**config.mk**
```make
export PLATFORM = sky130hd
export DESIGN_NAME = serial_tx_fetch
export DESIGN_NICKNAME = d
export VERILOG_FILES = /design/src/rtl/serial_tx_fetch_pkg.sv /design/src/rtl/serial_tx_fetch_ctrl.sv /design/src/rtl/serial_tx_fetch_dp.sv /design/src/rtl/serial_tx_fetch.sv
export SDC_FILE = /design/constraint.sdc
export NUM_CORES = 1
export LEC_CHECK = 0
export ABC_AREA = 1
export CORE_MARGIN = 3
export CORE_UTILIZATION = 45
export CTS_BUF_LIST = sky130_fd_sc_hd__clkbuf_8
export CTS_CLUSTER_SIZE = 14
export DETAILED_ROUTE_END_ITERATION = 10
export DONT_BUFFER_PORTS = 1
export GPL_TIMING_DRIVEN = 0
export PLACE_DENSITY_LB_ADDON = 0.3
export SLEW_MARGIN = 15
export SYNTH_ARGS = -nofsm -noshare
export SYNTH_HDL_FRONTEND = slang
export SYNTH_SLANG_ARGS = --single-unit
```
**constraint.sdc**
```tcl
create_clock -name clk -period 4 [get_ports clk]
set_input_delay 0.4 -clock clk [delete_from_list [all_inputs] [get_ports clk]]
set_output_delay 0.4 -clock clk [all_outputs]
set_load 0.05 [all_outputs]
```
**src/rtl/serial_tx_fetch_pkg.sv**
```systemverilog
package serial_tx_fetch_pkg;

  localparam int IDX_HOLD  = 7;
  localparam int IDX_RXCNT = 13;
  localparam int IDX_PTR   = 14;
  localparam int IDX_CNT   = 15;

  typedef enum logic [2:0] {
    ST_IDLE,
    ST_SINGLE,
    ST_REQ,
    ST_WAIT,
    ST_SEND
  } txState_e;

  typedef struct packed {
    logic loadPtr;
    logic loadCount;
    logic clearPtr;
    logic takeBusByte;
    logic takeMemByte;
    logic advance;
    logic loadRx;
  } dpStrobe_t;

endpackage

```
**src/rtl/serial_tx_fetch_ctrl.sv**
```systemverilog
module serial_tx_fetch_ctrl
  import serial_tx_fetch_pkg::*;
#(
  parameter int IDX_W = 10
) (
  input  logic             clk,
  input  logic             rstN,
  input  logic             wrEn,
  input  logic [IDX_W-1:0] regIdx,
  input  logic             ptrIsZero,
  input  logic             cntFieldZero,
  input  logic             countIsOne,
  input  logic             countIsZero,
  input  logic             memRspValid,
  input  logic             txReady,
  output dpStrobe_t        strobe,
  output logic             memReqValid,
  output logic             txValid,
  output logic             busy
);

  txState_e state, nextState;
  logic idle, wrHold, wrPtr, wrCnt, wrRx, startBlock, lastAccept;

  assign idle       = (state == ST_IDLE);
  assign wrHold     = wrEn && idle && (regIdx == IDX_W'(IDX_HOLD));
  assign wrPtr      = wrEn && idle && (regIdx == IDX_W'(IDX_PTR));
  assign wrCnt      = wrEn && idle && (regIdx == IDX_W'(IDX_CNT));
  assign wrRx       = wrEn && (regIdx == IDX_W'(IDX_RXCNT));
  assign startBlock = wrCnt && !ptrIsZero && !cntFieldZero;
  assign lastAccept = (state == ST_SEND) && txReady && countIsOne;

  always_comb begin
    strobe             = '0;
    strobe.loadPtr     = wrPtr;
    strobe.loadCount   = startBlock;
    strobe.clearPtr    = (wrCnt && !startBlock) || lastAccept;
    strobe.takeBusByte = wrHold;
    strobe.takeMemByte = (state == ST_WAIT) && memRspValid;
    strobe.advance     = (state == ST_SEND) && txReady;
    strobe.loadRx      = wrRx;
  end

  always_comb begin
    nextState = state;
    case (state)
      ST_IDLE: begin
        if (wrHold)          nextState = ST_SINGLE;
        else if (startBlock) nextState = ST_REQ;
      end
      ST_SINGLE: if (txReady) nextState = ST_IDLE;
      ST_REQ:    nextState = ST_WAIT;
      ST_WAIT:   if (memRspValid) nextState = ST_SEND;
      ST_SEND:   if (txReady) nextState = countIsOne ? ST_IDLE : ST_REQ;
      default:   nextState = ST_IDLE;
    endcase
  end

  always_ff @(posedge clk) begin
    if (!rstN) state <= ST_IDLE;
    else       state <= nextState;
  end

  assign memReqValid = (state == ST_REQ);
  assign txValid     = (state == ST_SINGLE) || (state == ST_SEND);
  assign busy        = !idle;

  AST_REQ_PULSE: assert property (@(posedge clk) disable iff (!rstN)
    memReqValid |=> !memReqValid);

  AST_END_EMPTY: assert property (@(posedge clk) disable iff (!rstN)
    ($fell(busy) && $past(state == ST_SEND)) |-> (countIsZero && ptrIsZero));

  AST_ZERO_PTR_IDLE: assert property (@(posedge clk) disable iff (!rstN)
    (wrEn && !busy && regIdx == IDX_W'(IDX_CNT) && ptrIsZero) |=> !busy);

endmodule

```
**src/rtl/serial_tx_fetch_dp.sv**
```systemverilog
module serial_tx_fetch_dp
  import serial_tx_fetch_pkg::*;
#(
  parameter int DATA_W = 32,
  parameter int PTR_W  = 32,
  parameter int CNT_W  = 16,
  parameter int BYTE_W = 8,
  parameter int IDX_W  = 10
) (
  input  logic              clk,
  input  logic              rstN,
  input  dpStrobe_t         strobe,
  input  logic [DATA_W-1:0] wrData,
  input  logic [IDX_W-1:0]  regIdx,
  input  logic              rdEn,
  input  logic [BYTE_W-1:0] memRspData,
  output logic [PTR_W-1:0]  ptr,
  output logic [BYTE_W-1:0] txByte,
  output logic              rxFlag,
  output logic [DATA_W-1:0] rdData,
  output logic              ptrIsZero,
  output logic              cntFieldZero,
  output logic              countIsOne,
  output logic              countIsZero
);

  logic [CNT_W-1:0] count;

  always_ff @(posedge clk) begin
    if (!rstN) begin
      ptr    <= '0;
      count  <= '0;
      txByte <= '0;
      rxFlag <= 1'b0;
    end else begin
      if (strobe.clearPtr)     ptr <= '0;
      else if (strobe.loadPtr) ptr <= wrData[PTR_W-1:0];
      else if (strobe.advance) ptr <= ptr + 1'b1;

      if (strobe.loadCount)    count <= wrData[CNT_W-1:0];
      else if (strobe.advance) count <= count - 1'b1;

      if (strobe.takeBusByte)      txByte <= wrData[BYTE_W-1:0];
      else if (strobe.takeMemByte) txByte <= memRspData;

      if (strobe.loadRx) rxFlag <= (wrData != '0);
    end
  end

  assign ptrIsZero    = (ptr == '0);
  assign cntFieldZero = (wrData[CNT_W-1:0] == '0);
  assign countIsOne   = (count == CNT_W'(1));
  assign countIsZero  = (count == '0);
  assign rdData       = (rdEn && regIdx == IDX_W'(IDX_CNT)) ? DATA_W'(count) : '0;

  AST_COUNT_STEP: assert property (@(posedge clk) disable iff (!rstN)
    strobe.advance |=> (count == $past(count) - 1'b1));

  AST_RX_FLAG: assert property (@(posedge clk) disable iff (!rstN)
    strobe.loadRx |=> (rxFlag == ($past(wrData) != '0)));

endmodule

```
**src/rtl/serial_tx_fetch.sv**
```systemverilog
module serial_tx_fetch
  import serial_tx_fetch_pkg::*;
#(
  parameter int ADDR_W = 12,
  parameter int DATA_W = 32,
  parameter int PTR_W  = 32,
  parameter int CNT_W  = 16,
  parameter int BYTE_W = 8
) (
  input  logic              clk,
  input  logic              rstN,
  input  logic              busWrEn,
  input  logic              busRdEn,
  input  logic [ADDR_W-1:0] busAddr,
  input  logic [DATA_W-1:0] busWrData,
  output logic [DATA_W-1:0] busRdData,
  output logic              memReqValid,
  output logic [PTR_W-1:0]  memReqAddr,
  input  logic              memRspValid,
  input  logic [BYTE_W-1:0] memRspData,
  output logic              txValid,
  output logic [BYTE_W-1:0] txData,
  input  logic              txReady,
  output logic              rxReadyFlag,
  output logic              busy
);

  localparam int IDX_W = ADDR_W - 2;

  logic [IDX_W-1:0] regIdx;
  logic [1:0]       unusedAddrBits;
  dpStrobe_t        strobe;
  logic ptrIsZero, cntFieldZero, countIsOne, countIsZero;

  assign regIdx         = busAddr[ADDR_W-1:2];
  assign unusedAddrBits = busAddr[1:0];

  serial_tx_fetch_ctrl #(.IDX_W(IDX_W)) i_ctrl (
    .clk          (clk),
    .rstN         (rstN),
    .wrEn         (busWrEn),
    .regIdx       (regIdx),
    .ptrIsZero    (ptrIsZero),
    .cntFieldZero (cntFieldZero),
    .countIsOne   (countIsOne),
    .countIsZero  (countIsZero),
    .memRspValid  (memRspValid),
    .txReady      (txReady),
    .strobe       (strobe),
    .memReqValid  (memReqValid),
    .txValid      (txValid),
    .busy         (busy)
  );

  serial_tx_fetch_dp #(
    .DATA_W(DATA_W), .PTR_W(PTR_W), .CNT_W(CNT_W), .BYTE_W(BYTE_W), .IDX_W(IDX_W)
  ) i_dp (
    .clk          (clk),
    .rstN         (rstN),
    .strobe       (strobe),
    .wrData       (busWrData),
    .regIdx       (regIdx),
    .rdEn         (busRdEn),
    .memRspData   (memRspData),
    .ptr          (memReqAddr),
    .txByte       (txData),
    .rxFlag       (rxReadyFlag),
    .rdData       (busRdData),
    .ptrIsZero    (ptrIsZero),
    .cntFieldZero (cntFieldZero),
    .countIsOne   (countIsOne),
    .countIsZero  (countIsZero)
  );

  AST_TX_HOLD: assert property (@(posedge clk) disable iff (!rstN)
    (txValid && !txReady) |=> (txValid && $stable(txData)));

endmodule

```
==> results of run 1 <==
==> flip-flops by register name, indices dropped and copies added (netlist names) <==
register / count
i_dp.ptr: 32
i_dp.count: 16
i_dp.txByte: 8
i_ctrl.state: 3
i_dp.rxFlag: 1
==> final timing paths <==
kind                 start              end  slack [ns]
max            busAddr[11]     busRdData[7]        1.44
max reg2reg    i_dp.ptr[1]     i_dp.ptr[30]        1.57
min reg2reg  i_dp.count[0]    i_dp.count[0]        0.49
min                   rstN  i_ctrl.state[0]        0.16
==> layout by cell type (no fill, tap or decap), types with 3 or more instances in the layout <==
cell type,count
nand2_1,207
nor2_1,193
inv_1,76
dfxtp_1,60
nand3_1,41
a21oi_1,37
nand4_1,27
buf_4,21
o21ai_1,20
xor2_1,17
conb_1,16
o21ai_0,15
nor3_1,11
clkbuf_8,9
a311oi_1,8
inv_2,7
buf_2,7
nor4_1,6
nor2_4,5
nor2_2,5
nand2_2,5
buf_6,5
a21oi_2,5
ha_1,4
clkbuf_1,3
buf_1,3
inv_6,3
clkinvlp_4,3
==> cell usage after synthesis, types with 3 or more instances <==
cell / number
a21oi_1: 37
a21oi_2: 5
a311oi_1: 8
buf_2: 7
buf_4: 20
buf_6: 5
clkbuf_1: 3
dfxtp_1: 60
ha_1: 4
inv_1: 76
inv_2: 7
nand2_1: 207
nand2_2: 5
nand3_1: 41
nand4_1: 27
nor2_1: 193
nor2_2: 5
nor2_4: 5
nor3_1: 12
nor4_1: 6
o21ai_0: 15
o21ai_1: 20
xor2_1: 17
==> routing by layer <==
| metal | up-vias | track usage [%] | share of wire (%) |
|---|---|---|---|
| li1 | 2608 | - | - |
| met1 | 2288 | 33.6 | 42 |
| met2 | 231 | 43.6 | 46 |
| met3 | 35 | 7.22 | 9.8 |
| met4 | 0 | 11.5 | 2.7 |
| met5 | - | 0 | 0 |
==> kinds of logic (layout without fill, tap and decap cells) <==
group           after synthesis  count (layout)  share of synthesized area [%]
compound gates               89              89                           10.7
fa+ha+maj                     4               4                           1.06
simple gates                513             513                           47.0
flops                        60              60                           25.5
xor+xnor                     19              19                           3.53
other cells                   1              16                         0.0796
buf+inv                     120             138                           12.1
==> per-stage QoR <==
step / std cells / utilization (%) / setup WS (ns)
final: 972 / 51.5 / 1.44
after CTS: 972 / 51.5 / 1.43
after global placement: 954 / 49.5 / 1.44
after detailed placement: 956 / 49.7 / 1.43
after floorplan: 821 / - / 1.78
after global routing: 972 / 51.5 / 1.33
==> area by class of cell <==
class / count / area [um2] / area share, %
plain buffers: 37 / 260 / 5.07
clock buffers: 9 / 124 / 2.41
clock inverters: 7 / 57.6 / 1.12
inverters: 83 / 312 / 6.07
multi-input cells: 641 / 3000 / 58.4
flip-flops and latches: 60 / 1200 / 23.4
well taps: 133 / 166 / 3.24
repair buffers: 2 / 11.3 / 0.220
==> power by group <==
group          switching, mW  total (mW)  internal (mW)  leakage [nW]
clock                  0.296       0.527          0.232        0.0829
combinational          0.200       0.277         0.0768          1.61
sequential            0.0262       0.636          0.609         0.483
total                  0.522        1.44          0.918          2.18
==> metrics.md, run 1 <==
| Metric | Value |
|---|---|
| Port bufs | `0` |
| Worst setup EP type | `primary output` |
| Instance count on the critical path | `6` |
| Register area share after synthesis | `between 20% and 30%` |
| GR Overflow Total | `0` |
| Post-synthesis cell type with the largest combined area | `dfxtp_1` |
| Tot Pwr | `~1.4 mW` |
| Crit-path cells | `nor2_1, nand2_1, nor2_2, nand3_1, clkbuf_1, nor2_1` |
| Endpoints failing hold | `0` |
| Nets | `between 800 and 900` |
| Asr flop ratio synth | `0%` |
| CTS Sinks | `60` |
| PD cells | `~280 nW/um2` |
| Share of the synthesized area in the top cell type | `around 26%` |
| First-pass GRT wire length | `between 20,000 and 25,000 um` |
| Syn Std Cell Area | `~4700 um2` |
| R2R depth | `9` |
| Synth Instances | `806` |
| CTS Buffer Depth | `2` |
| Final instance area | `around 5000 um2` |
| Initial antenna violation count | `0` |
| CP required | `about 3.6 ns` |
| Worst Max-Slew Pin Slew | `around 0.95 ns` |
| Share of layout cells above drive strength 1 | `between 10% and 20%` |
| #FFs+latches synth | `60` |
| Max cap viols | `0` |
| Routed via count | `approximately 5,200` |
| Cell Rows | `36` |
| Slew Limit Fails | `0` |
| Core Box Area | `~10000 um2` |
| Die Wd | `between 100 and 150 um` |
| CTS Buf Count | `9` |
| Setup Skew | `0.0117 ns` |
| Min Clock Period, post-route | `around 2.6 ns` |
| Final Wtd Congestion | `around 0.96` |
| Post CTS Setup Buffer Count | `0` |
| Post-cts sizing count | `0` |
| Hold Path Depth | `2` |
| Clock Pin Slew Worst Setup and Hold Paths | `approximately 0.070 ns` |
| Maximum number of pins on one net before global-route repair | `14` |
| Kind of critical path | `in -> out` |
| Hold-fix buffers, CTS | `0` |
| Pleak | `2.18 nW` |
| CP bufs+invs | `1` |
| Critical Path Slowest Stage Cell | `nor2_1` |
| Final period util | `a little under two thirds` |
| Synth cell types | `38` |
| # DRC | `0` |
| Critical path arrival | `between 2 and 2.5 ns` |
| Status | `finished, final reports clean` |
| Syn Area/Cell | `roughly 5.8 um2` |
| Worst path top cell family by delay | `simple AND/OR/NAND/NOR gates` |
| Hold_ws | `0.157 ns` |
| Max incr delay on CP | `approximately 0.74 ns` |
| Root Buffer | `clkbuf_8` |
| Drt via density | `5.31` |
| CP Max Fanout | `10` |
| Rel. slew slack | `36.6%` |
| Io pins | `around 130` |
| VDD IR-drop max | `between 0.15 and 0.2 mV` |
| Placed cell area | `4950 um2` |
| Main synth FF type | `dfxtp_1` |
| Die height | `108 um` |
| Tightest Hold Check Type | `in -> reg` |
| Total wire length | `around 15,000 um` |
| ANT nets after route | `0` |
| Max frequency | `between 300 and 400 MHz` |
| Wire length per cell | `between 15 and 20 um` |
| Fillers | `around 1,100` |
| Warnings from Yosys | `0` |
| Die Footprint | `between 10,000 and 15,000 um2` |
| Initial Util | `between 40% and 50%` |
| Number of synthesized flops with an enable pin | `0` |
| CTS tree | `done` |
| Worst skew pair latency | `around 0.37 ns` |
| GRT Total Usage | `a little over a quarter` |
| Vias in the first global route | `~4,700` |
| Router iterations before antenna repair | `5` |
| Iter 0 DRT Violations | `a little under 400` |
| Layout area overhead | `8.93%` |
| Unrepaired setup endpoints after global routing | `false` |
| H-tree depth | `3` |
| TNS Setup | `0 ns` |
| Top cells by area, synth | `dfxtp_1 (26%), nand2_1 (16%), nor2_1 (15%)` |
| Number of diodes | `0` |
| Crit path launch type | `input pin` |
| CP most frequent cell | `nor2_1` |
| DP HPWL | `about 12,000 um` |
| Final setup viols | `0` |
Power figures use the tool's default switching activity.
==> run 2, diff against run 1 <==
clock period = 2.2 ns   (was 4 ns; I/O delays follow)
==> run 2 against run 1 <==
Sequential power up 81%; highest routed layer unchanged; final cell count up 0.62%; global-route usage up 0.21 points; register-to-register slack worse by 1.4 ns; critical endpoint unchanged; the flow now finishes with violations (negative setup slack).
==> metrics.md, run 2 (synthesis results as in run 1) <==
| Metric | Value |
|---|---|
| CTS tree | `done` |
| Rel. slew slack | `36.9% (+0.36 points)` |
| Io pins | `134 (unchanged)` |
| Core Box Area | `9950 um2 (unchanged)` |
| Net Sw Frac | `36.4% (+0.18 points)` |
| R2r setup slk | `0.16 ns (-1.41 ns)` |
| Internal power | `1.67 mW (+82%)` |
| Placed cell count | `956 (unchanged)` |
| Clock Pin Slew Worst Setup and Hold Paths | `0.08 ns (about the same)` |
| ANT nets after route | `0 (unchanged)` |
| Port bufs | `0 (unchanged)` |
| Reg power frac | `43.8% (-0.3 points)` |
| Number of diodes | `0 (unchanged)` |
| Drt via density | `5.26 (-0.96%)` |
| First-pass GRT wire length | `24,600 um (+0.93%)` |
| # DRC | `0 (unchanged)` |
| R2R depth | `10 (+1)` |
| GRT Total Usage | `27.1% (+0.21 points)` |
| Nets | `902 (+0.67%)` |
| Post-route insts no fill | `978 (+0.62%)` |
| Status | `finished, violations left` |
| Hold endpoint | `i_dp.txByte[1]` |
| GR Overflow Total | `0 (unchanged)` |
| PD cells | `502 nW/um2 (+79%)` |
| CP required | `1.98 ns (-1.62 ns)` |
| Failing checks | `negative setup slack` |
| Max frequency | `~450 MHz` |
| Multi-input logic area | `3010 um2 (+0.33%)` |
| Pleak | `2.22 nW (+1.9%)` |
| RR Startpoint | `i_dp.ptr[8]` |
| Wire length per cell | `15.9 um (+0.39%)` |
| Routed via count | `5,144 (-0.35%)` |
| Initial Util | `47.3% (unchanged)` |
| Final setup viols | `3 (+3)` |
| Cell Rows | `36 (unchanged)` |
| Final period util | `100%` |
| Router iterations before antenna repair | `5 (unchanged)` |
| Most common cell after layout, fill and taps aside | `nand2_1` |
| DP HPWL | `12,000 um (unchanged)` |
| Combinational power share | `19.5% (+0.3 points)` |
| Maximum number of pins on one net before global-route repair | `14 (unchanged)` |
| Endpoints failing hold | `0 (unchanged)` |
| Slew Limit Fails | `0 (unchanged)` |
| Critical path arrival | `1.99 ns (-0.17 ns)` |
| Tightest Hold Check Type | `in -> reg` |
| Die Wd | `108 um (unchanged)` |
| Root Buffer | `clkbuf_8` |
| Hold Path Depth | `2 (unchanged)` |
| CTS Buffer Depth | `2 (unchanged)` |
| Register area | `1240 um2 (+3.4%)` |
| Psw | `959 uW (+84%)` |
| Final Wtd Congestion | `0.964 (unchanged)` |
| Initial antenna violation count | `0 (unchanged)` |
| Worst setup EP type | `primary output` |
| Critical R2R Capture | `i_dp.ptr[31]` |
| Share of layout cells above drive strength 1 | `13.8% (+3.7 points)` |
| Most frequent cells in the layout | `nand2_1 (207), nor2_1 (191), inv_1 (76)` |
| DP Worst Slack | `-0.164 ns (-1.60 ns)` |
| CP Max Fanout | `10 (unchanged)` |
| Clock share of power | `36.7% (about the same)` |
| Fillers | `1,090 (-0.82%)` |
| Die height | `108 um (unchanged)` |
| Min Clock Period, post-route | `around 2.2 ns` |
| Top flop regs | `i_dp.ptr (32), i_dp.count (16), i_dp.txByte (8)` |
| Crit path launch type | `input pin` |
| Kind of critical path | `in -> out` |
| Total wire length | `15,500 um (+1.0%)` |
| Layout area overhead | `11.3%` |
| Max reg flops | `32 (unchanged)` |
| Worst skew pair latency | `0.37 ns (about the same)` |
| VDD IR-drop max | `0.341 mV (+83%)` |
| Unrepaired setup endpoints after global routing | `true` |
| Max cap viols | `0 (unchanged)` |
| Top reg by flops | `i_dp.ptr` |
| H-tree depth | `3 (unchanged)` |
| Hold path startpoint | `memRspData[1]` |
| Iter 0 DRT Violations | `421 (+5.8%)` |
| Final setup margin | `-0.00565 ns (-1.45 ns)` |
| Die Footprint | `11,700 um2 (unchanged)` |
| CTS Buf Count | `9 (unchanged)` |
| Setup Skew | `0.0127 ns (+0.000985 ns)` |
| Vias in the first global route | `4,797 (+1.2%)` |
| CTS Sinks | `60 (unchanged)` |
| Worst Max-Slew Pin Slew | `0.943 ns (-0.00539 ns)` |
## run 2: stage by stage
stage | area (um2) | utilization (%) | power (mW) | setup TNS (ns) | hold slack (ns)
after global placement | 4930 | 49.5 | 1.66 | -0.945 | 0.339
after global routing | 5240 | 52.7 | 2.75 | -1.03 | 0.0155
after floorplan | 4770 | - | 1.60 | 0 | 0.336
after detailed placement | 4950 | 49.7 | 1.68 | -1.02 | 0.341
final | 5240 | 52.7 | 2.63 | -0.0103 | 0.00377
after CTS | 5210 | 52.3 | 2.64 | -0.172 | 0.00449
## run 2: power by group through the flow
stage	Combinational (mW)	Sequential, mW	Clock (mW)
finish	0.513	1.15	0.966
global route	0.566	1.16	1.03
CTS	0.512	1.16	0.971
detailed placement	0.501	1.18	0
global placement	0.481	1.18	0
floorplan	0.426	1.17	0
## run 2: worst max-delay path: stages
cell and delay (ns):
nor2_1 0.12, nand2_1 0.14, nor2_2 0.14, nand3_1 0.29
clkbuf_1 0.33, nor2_1 0.74
## run 2: routing by layer
metal	track usage (%)	share of wire [%]	vias to the layer above
met5	0	0	-
met4	11.7	2.6	0
met3	7.22	9.4	34
met2	43.8	45	225
met1	34.0	42	2265
li1	-	-	2620
## run 2: layout make-up
type                    instances  share of cell area (%)
multi-input cells             641                    57.4
plain buffers                  37                    4.97
inverters                      83                    5.94
flip-flops and latches         60                    23.7
well taps                     133                    3.17
clock inverters                 7                    1.10
repair buffers                  8                    1.36
clock buffers                   9                    2.36
## run 2: how the worst max path moves through the flow
stage / start / to / cells after the start
3_3_place_gp: i_dp.ptr[1] / i_dp.ptr[30] / 9
4_1_cts: busAddr[11] / busRdData[7] / 6
6_report: busAddr[11] / busRdData[7] / 6
5_1_grt: busAddr[11] / busRdData[10] / 6
3_5_place_dp: i_dp.ptr[1] / i_dp.ptr[30] / 9
2_1_floorplan: i_ctrl.state[1] / i_ctrl.state[1] / 8
## run 2: repair_timing
item	CTS	global route
hold buffers	6	0
hold endpoints to repair	8	0
setup buffers	0	0
gates resized for setup	14	20
endpoints found under the setup margin	29	35
==> run 3, diff against run 2 <==
PLACE_DENSITY_LB_ADDON = default   (was 0.3)
==> run 3 against run 2 <==
The run still ends with negative setup slack left; sequential cell count did not move; sequential share of layout area down 0.13 points; final cell count fell by 0.41%; combinational power hardly changed; fmax down 0.74%; clock power is 35% higher; total power up 13%; register-to-register slack barely moved; first-iteration DRC count decreased by 30%; critical path type unchanged; largest power group is now clock.
==> metrics.md, run 3 (synthesis results as in run 1) <==
| Metric | Value |
|---|---|
| Status | `finished, violations left` |
| Failing checks | `negative setup slack` |
| Pleak | `2.25 nW (+1.4%)` |
| Maximum number of pins on one net before global-route repair | `11 (-3)` |
| Vias in the first global route | `5,064 (+5.6%)` |
| Worst skew pair latency | `0.35 ns (-0.02 ns)` |
| Most common cell after layout, fill and taps aside | `nand2_1` |
| Critical R2R Capture | `i_dp.ptr[23]` |
| Die height | `108 um (unchanged)` |
| Critical path arrival | `2.00 ns (about the same)` |
| Hold path startpoint | `rstN` |
| Routed via count | `5,156 (+0.23%)` |
| Share of layout cells above drive strength 1 | `13.8% (-0.053 points)` |
| Tightest Hold Check Type | `in -> reg` |
| Top reg by flops | `i_dp.ptr` |
| Crit path launch type | `input pin` |
| Worst Max-Slew Pin Slew | `0.939 ns (-0.00418 ns)` |
| RR Startpoint | `i_dp.ptr[3]` |
| DP Worst Slack | `-0.248 ns (-0.0839 ns)` |
| Kind of critical path | `in -> out` |
| Placed cell area | `4950 um2 (unchanged)` |
| Io pins | `134 (unchanged)` |
| CTS Buf Count | `9 (unchanged)` |
| Final instance area | `5270 um2 (+0.55%)` |
| Final setup margin | `-0.0221 ns (-0.0164 ns)` |
| TNS Setup | `-0.0864 ns (-0.0760 ns)` |
| CTS Sinks | `60 (unchanged)` |
| Crit. Startpoint | `busAddr[11]` |
| GR Overflow Total | `0 (unchanged)` |
| Die Footprint | `11,700 um2 (unchanged)` |
| Max frequency | `450 MHz (-0.74%)` |
| Unrepaired setup endpoints after global routing | `true` |
| Max cap viols | `0 (unchanged)` |
| Initial Util | `47.3% (unchanged)` |
| Final period util | `101% (+0.75 points)` |
| Layout area overhead | `11.9%` |
| CP Max Fanout | `10 (unchanged)` |
| Total wire length | `16,400 um (+5.5%)` |
| R2R depth | `9 (-1)` |
| Number of diodes | `0 (unchanged)` |
| # DRC | `0 (unchanged)` |
| Endpoints failing hold | `0 (unchanged)` |
| DP HPWL | `13,000 um (+8.0%)` |
| Most frequent cells in the layout | `nand2_1 (207), nor2_1 (191), inv_1 (77)` |
| GRT Total Usage | `28.5% (+1.4 points)` |
| Worst setup EP type | `primary output` |
| Initial antenna violation count | `0 (unchanged)` |
| Final setup viols | `9 (+6)` |
| Slew Limit Fails | `0 (unchanged)` |
| PD cells | `563 nW/um2 (+12%)` |
| ANT nets after route | `0 (unchanged)` |
| CTS tree | `done` |
| Root Buffer | `clkbuf_8` |
| Rel. slew slack | `37.2% (+0.28 points)` |
| Min Clock Period, post-route | `2.22 ns (+0.0164 ns)` |
| VDD IR-drop max | `0.336 mV (-1.4%)` |
| CTS Buffer Depth | `2 (unchanged)` |
| First-pass GRT wire length | `25,900 um (+5.1%)` |
| H-tree depth | `3 (unchanged)` |
| R2r setup slk | `0.15 ns (about the same)` |
| Cell Rows | `36 (unchanged)` |
| Max reg flops | `32 (unchanged)` |
| CP required | `1.98 ns (about the same)` |
| Router iterations before antenna repair | `5 (unchanged)` |
| Setup Skew | `0.0102 ns (-0.00243 ns)` |
| Core Box Area | `9950 um2 (unchanged)` |
| Hold_ws | `0.00263 ns (-0.00114 ns)` |
| Top flop regs | `i_dp.ptr (32), i_dp.count (16), i_dp.txByte (8)` |
| Final Wtd Congestion | `0.945 (-2.0%)` |
| Iter 0 DRT Violations | `295 (-30%)` |
| Nets | `898 (-0.44%)` |
| Wire length per cell | `16.8 um (+6.0%)` |
| Clock Pin Slew Worst Setup and Hold Paths | `0.07 ns (about the same)` |
| Drt via density | `5.29 (+0.64%)` |
| Setup crit end | `busRdData[6]` |
| Port bufs | `0 (unchanged)` |
| Fillers | `1,076 (-1.3%)` |
| Tot Pwr | `2.97 mW (+13%)` |
| Die Wd | `108 um (unchanged)` |
-- run 3: worst min-delay path by stage --
stage                     cells after the start              end  slack [ns]
final                                         2  i_ctrl.state[0]       0.003
after global routing                          2  i_ctrl.state[0]       0.007
after CTS                                     2  i_ctrl.state[0]      0.0002
after detailed placement                      2  i_ctrl.state[0]        0.36
after global placement                        2  i_ctrl.state[1]        0.35
after floorplan                               2  i_ctrl.state[0]        0.34
-- run 3: what timing repair did --
item,in CTS,in global routing
endpoints found under the setup margin,52,39
cloned,0,0
hold endpoints to repair,3,0
resized for setup,13,21
pin swaps,0,0
hold buffers,2,0
setup buffers,0,0
-- run 3: stage by stage --
| stage | utilization [%] | cells |
|---|---|---|
| 3_5_place_dp | 49.7 | 956 |
| 6_report | 52.9 | 974 |
| 2_1_floorplan | - | 821 |
| 3_3_place_gp | 49.5 | 954 |
| 4_1_cts | 52.6 | 974 |
| 5_1_grt | 52.9 | 974 |
-- run 3: per-layer routing --
metal	GRT usage, %	share of wire (%)
met3	6.75	7.3
met4	13.4	4.0
met2	51.2	49
met5	0	0
met1	31.4	40
-- run 3: critical path, stage by stage --
cell and delay, ns:
nor2_1 0.12, nand2_1 0.15, nor2_2 0.14, nand3_1 0.28, clkbuf_1 0.32, nor2_1 0.75
-- run 3: area by class of cell --
class                   instances  area, um2  share of cell area, %
repair buffers                  4       31.3                  0.594
inverters                      83        312                   5.91
well taps                     133        166                   3.16
clock buffers                  11        151                   2.87
plain buffers                  37        260                   4.94
multi-input cells             641       3010                   57.1
clock inverters                 5       98.8                   1.88
flip-flops and latches         60       1240                   23.6
-- run 3: where the power goes --
| part | leakage (nW) | switching [mW] | internal [mW] | total (mW) |
|---|---|---|---|---|
| Clock | 0.131 | 0.493 | 0.810 | 1.30 |
| Sequential | 0.499 | 0.0478 | 1.11 | 1.15 |
| Combinational | 1.62 | 0.369 | 0.142 | 0.511 |
